[src/rtl/ipc_scaler.sv]
module ipc_scaler #(
  parameter int WIN        = 10000,
  parameter int MAX_COMMIT = 4
) (
  input  logic       clk,
  input  logic       rst_n,
  input  logic [2:0] commit_cnt,
  input  logic [7:0] thr_up,
  input  logic [7:0] thr_dn,
  output logic       ext_mode,
  output logic       mul2_en,
  output logic       mem_wide_en,
  output logic       cfg_change
);
  localparam int CYC_W = $clog2(WIN);
  localparam int ACC_W = $clog2(MAX_COMMIT * WIN + 1);
  localparam int SCALE = WIN / 10;

  logic [CYC_W-1:0] cyc;
  logic [ACC_W-1:0] acc;
  logic [2:0]       commit_c;
  logic [31:0]      total, up_lim, dn_lim;
  logic             last, go_ext, go_base;

  assign commit_c = (int'(commit_cnt) > MAX_COMMIT) ? 3'(MAX_COMMIT) : commit_cnt;
  assign last     = (int'(cyc) == WIN - 1);
  assign total    = 32'(acc) + 32'(commit_c);
  assign up_lim   = 32'(thr_up) * 32'(SCALE);
  assign dn_lim   = 32'(thr_dn) * 32'(SCALE);
  assign go_ext   = last && !ext_mode && (total > up_lim);
  assign go_base  = last &&  ext_mode && (total < dn_lim);

  always_ff @(posedge clk) begin
    if (!rst_n) begin
      cyc         <= '0;
      acc         <= '0;
      ext_mode    <= 1'b0;
      mul2_en     <= 1'b0;
      mem_wide_en <= 1'b0;
      cfg_change  <= 1'b0;
    end else begin
      cfg_change <= go_ext || go_base;
      if (last) begin
        cyc <= '0;
        acc <= '0;
      end else begin
        cyc <= cyc + 1'b1;
        acc <= ACC_W'(total);
      end
      if (go_ext) begin
        ext_mode    <= 1'b1;
        mul2_en     <= 1'b1;
        mem_wide_en <= 1'b1;
      end else if (go_base) begin
        ext_mode    <= 1'b0;
        mul2_en     <= 1'b0;
        mem_wide_en <= 1'b0;
      end
    end
  end
endmodule

[config.mk]
export PLATFORM = sky130hd
export DESIGN_NAME = ipc_scaler
export DESIGN_NICKNAME = d
export VERILOG_FILES = /design/src/rtl/ipc_scaler.sv
export SDC_FILE = /design/constraint.sdc
export NUM_CORES = 1
export LEC_CHECK = 0
export BUFFER_PORTS_ARGS = -buffer_cell sky130_fd_sc_hd__buf_2
export CAP_MARGIN = 20
export CORE_MARGIN = 2
export CORE_UTILIZATION = 45
export CTS_CLUSTER_DIAMETER = 80
export CTS_CLUSTER_SIZE = 24
export DETAILED_ROUTE_END_ITERATION = 6
export SYNTH_ARGS = -nofsm -noshare
export SYNTH_HDL_FRONTEND = slang
export SYNTH_SLANG_ARGS = --single-unit
[constraint.sdc]
create_clock -name clk -period 14.51 [get_ports clk]
set_input_delay 2.902 -clock clk [delete_from_list [all_inputs] [get_ports clk]]
set_output_delay 2.902 -clock clk [all_outputs]
set_load 0.005 [all_outputs]
### Word level (Yosys, flattened, before mapping)

Cells that the tools add are included.

* add/subtract/negate cells: 2
* multipliers: 2
* magnitude comparators: 3
* equality and inequality tests: 1
* muxes and demuxes: 3
* bitwise operators: 1
* reduce and logical (&&, ||, !) cells: 8

Operators with widths (number)
* 8-bit by 7-bit multiplier with 15-bit output, second input constant: 2
* 17-bit by 18-bit greater-than comparator with 1-bit output: 1
* 17-bit by 18-bit < comparator with 1-bit output: 1
* 16-bit by 3-bit adder with 17-bit output: 1
* 14-bit by 1-bit adder with 14-bit output, second input constant: 1
* 14-bit equality test, second input constant: 1
* 1-bit logical AND: 4
* 3-bit greater-than comparator, second input constant: 1
* 3-bit two-way mux: 1
* 1-bit two-way mux: 2
* 2-bit nonzero test: 1
* 2-bit OR reduction: 1
* 1-bit zero test: 1
* 1-bit logical OR: 1
* 1-bit inverter: 1

* flip-flop bits (word level): 32
* bits of input ports: 21

### Depth between registers and ports, before layout

* word-level depth: 7
* depth in mapped cells: 22
* depth with buffers taken out: 22

### Least setup slack after synthesis

OpenSTA, ideal clock, no wires.

* kind: input port to flip-flop
* start: input port thr_dn[0]
* end: register mem_wide_en
* setup time: 114 ps
* arrival time: 7638 ps
* slack: 6758 ps
* stages: 20
* cells stage by stage: fa_1 > inv_1 > fa_1 > fa_1 > fa_1 > inv_1 > ha_1 > a21oi_1 > o22a_1 > a21oi_1 > a31o_2 > or2_1 > ha_1 > a211o_1 > a2111oi_0 > o211ai_1 > o221ai_1 > a221oi_1 > nand3_1 > nand2_1

* longest elaborated chain between the ends: 4

RTL lines
* start: declaration: line 9 `input logic [7:0] thr_dn,`
* 8-bit by 7-bit multiplier with 15-bit output: line 29 `assign dn_lim = 32'(thr_dn) * 32'(SCALE);`
* 17-bit by 18-bit < comparator with 1-bit output: line 31 `assign go_base = last && ext_mode && (total < dn_lim);`
* 1-bit logical AND: line 31
* 2-bit nonzero test (no source line)
* end signal: assignment: line 39 `mem_wide_en <= 1'b0;`
* end signal: assignment: line 53 `mem_wide_en <= 1'b1;`
* end signal: assignment: line 57 `mem_wide_en <= 1'b0;`
* end: declaration: line 12 `output logic mem_wide_en,`

Every way passes these cells.
A chain may end at the register's enable or synchronous reset.

### Final worst setup path

Same ends and word-level chain as after synthesis.

==> results.toml <==
[worst_setup_path]
cp_cell_sequence = "buf_2, fa_1, inv_1, fa_1, fa_1, fa_1, inv_1, ha_1, a21oi_1, o22a_1, a21oi_1, a31o_2, or2_1, ha_1, a211o_1, a2111oi_0, o211ai_1, o221ai_1, a221oi_1, nand3_1, nand2_1"
critPathMaxFanout = 6
path_buf_inv = 3
worstSetupStartpointType = "input pin"
cp_data_arrival_time_ns = 8.15
crit_path_max_incr_delay_ns = 0.56
path_class = "in2reg"
crit_required_ns = 14.68
cp_slowest_cell = "fa_1"
worstSetupEndpointType = "flip-flop"
cpLargestDelayFamily = "adder cells"
path_common_cell = "fa_1"

[timing]
worstMarginPinSlew_ns = 0.934
clock.fmax_mhz = 125
maxSlewViolCount = 0
finClkSkew_ns = 0.00774
hold_slack_ns = 0.453
finalCriticalPeriod_ns = 7.98
maxSlewHeadroom = 0.376
setup_tns_ns = 0
setup_violations = 0
hold_viol = 0
post-route-period-util = 0.550
rsz0062_at_grt = "false"

[synthesis]
ys_seq_area_frac = 0.133
synth_edf_count = 0
syn-cell-area_mm2 = 0.00480
synth_cell_type_count = 41
synthXorXnorAreaFrac = 0.0831
synth_seq_cells = 32
synth-simple-area-share = 0.152
synth_fp_nets = 709
async_reset_ff_frac = 0
synth_top_area_frac = 0.274
muxShareOfSynthArea = 0
synth_top_family_by_area = "adder cells"
synthAdderAreaFrac = 0.457
synthTopCellsByArea = "ha_1, fa_1, dfxtp_1, inv_1, xor2_1"
ys.flop_type = "dfxtp_1"
postSynthCellCount = 539
synth_compound_area_frac = 0.0977
yosys.area.top_type = "ha_1"
avgSynthCellArea_um2 = 8.91
yosys_warnings = 0

[global_routing]
first_global_vias = 3702
overflow = 0
grt.total_usage = 0.176
grt_max_degree = 29
grt_first_pass_wirelength_mm = 16.5
antenna_found_initial = 0

[drt]
vias = 3605
firstDrtPassIters = 4
wire_per_inst_um = 12.9
ant_nets = 0
drc = 0
vias_per_cell = 5.14
drt_iter0_drc = 130
totalWireLength_mm = 9.06

[cells_and_area]
drive_gt1_frac = 0.0583
num_antenna_cells = 0
syn2layout_area_growth_pct = 7.74
nets = 735
finalInstanceArea_mm2 = 0.00517
final-instance-count-excl-fill = 702

[clock_tree]
clk_latency_ns = 0.28
htree_levels = 2
cts_tree = "done"
postCtsSetupRepairBufs = 0
clock_sinks = 32
clkTransAtPathRegs_ns = 0.07
cts_root_buf = "clkbuf_8"
clockBufferDepth = 2
cts_made_buffers = 5
postCtsResizedCells = 0
holdBufCountCts = 0

[placed_design]
hpwl_mm = 7.98
io_buffer_count = 24
placed_area_mm2 = 0.00507
place_congestion = 0.872
dp.cells = 694

[worst_hold_path]
hold_class = "reg2reg"

[power_and_ir_drop]
p_total_w = 0.000661
power.leakage_nw = 2.69
vdd_drop_max_v = 0.0000601
powerDensity_mw_per_mm2 = 128

[floorplanning]
die_area_mm2 = 0.0115
die_h_um = 107
coreArea_mm2 = 0.0103
ioPinCount = 25
die_w_um = 107
rows = 37
start_util = 0.465

[run_status]
status = "finished, final reports clean"

[flow_run]
maxCapViolations = 0
## worst paths after layout
path,endpoint,cells after the start,startpoint,slack (ns)
max,mem_wide_en$_SDFFE_PN0P_,21,thr_dn[0],6.53
min,cyc[0]$_SDFF_PP0_,1,cyc[0]$_SDFF_PP0_,0.45
max reg2reg,mem_wide_en$_SDFFE_PN0P_,13,acc[3]$_SDFF_PP0_,10.95
min reg2reg,cyc[0]$_SDFF_PP0_,1,cyc[0]$_SDFF_PP0_,0.45
## synth_stat cells (2+ instances only)
master     count
nor2_1        31
xnor2_1       19
o21ai_0       11
nor4_1         3
and3_1         9
a2111oi_0      2
o21ai_1        5
o21a_1         3
and2_1         2
nor2b_1       18
nor3b_1        4
nand2_1       26
nand2b_1       4
a21o_1        11
or3_1          5
nor3_1         6
dfxtp_1       32
buf_4          2
fa_1          44
a221oi_1       2
inv_1         92
nand4_1       11
clkbuf_1       3
a211oi_1       3
xor2_1        24
o211ai_1       2
ha_1         105
o221ai_1       2
nand3_1       20
a21oi_1       27
## layout make-up
| class | count | area, um2 |
|---|---|---|
| tap | 136 | 170 |
| multi-input combinational | 410 | 3790 |
| clock inverter | 2 | 35.0 |
| sequential | 32 | 641 |
| timing repair buffer | 24 | 120 |
| clock buffer | 6 | 72.6 |
| fill | 968 | 5150 |
| inverter | 92 | 345 |
## metal layers
| metal | vias to the layer above | routed length (um) | global-route usage |
|---|---|---|---|
| met4 | 0 | 32 | 0.0186 |
| met3 | 6 | 173 | 0.0248 |
| li1 | 1863 | - | - |
| met5 | - | 0 | 0 |
| met2 | 26 | 4140 | 0.291 |
| met1 | 1710 | 4710 | 0.252 |
## logic make-up (layout without fill, tap and decap cells)
group / after synthesis / after routing
xor gates and xnor gates: 44 / 44
adders and majority gates: 149 / 149
DFF: 32 / 32
AOI/OAI and AO/OA: 75 / 75
and+or+nand+nor: 142 / 142
buffers and inverters: 97 / 124
## through the flow
| stage | util | worst slack, ns |
|---|---|---|
| after floorplan | - | 6.76 |
| after global placement | 0.491 | 6.37 |
| after detailed placement | 0.491 | 6.25 |
| after CTS | 0.501 | 6.54 |
| after global routing | 0.501 | 6.27 |
| final | 0.501 | 6.53 |
## report_power, final
group	internal [W]	switching [W]
clock network	0.0000509	0.0000319
logic	0.000216	0.000271
registers	0.0000901	0.00000174
## flip-flops by register name (all words and copies together), names as in the netlist
| name | cells |
|---|---|
| mem_wide_en | 1 |
| cfg_change | 1 |
| cyc | 14 |
| acc | 16 |
## placed cells by master, fill, tap and decap left out, drive strengths merged, types with 16 or more instances in the layout
cell type	count
a21oi	27
buf	24
dfxtp	32
fa	44
ha	105
inv	92
nand2	26
nand3	20
nor2	31
nor2b	18
o21ai	16
xnor2	19
xor2	24
Power figures use the tool's default switching activity.
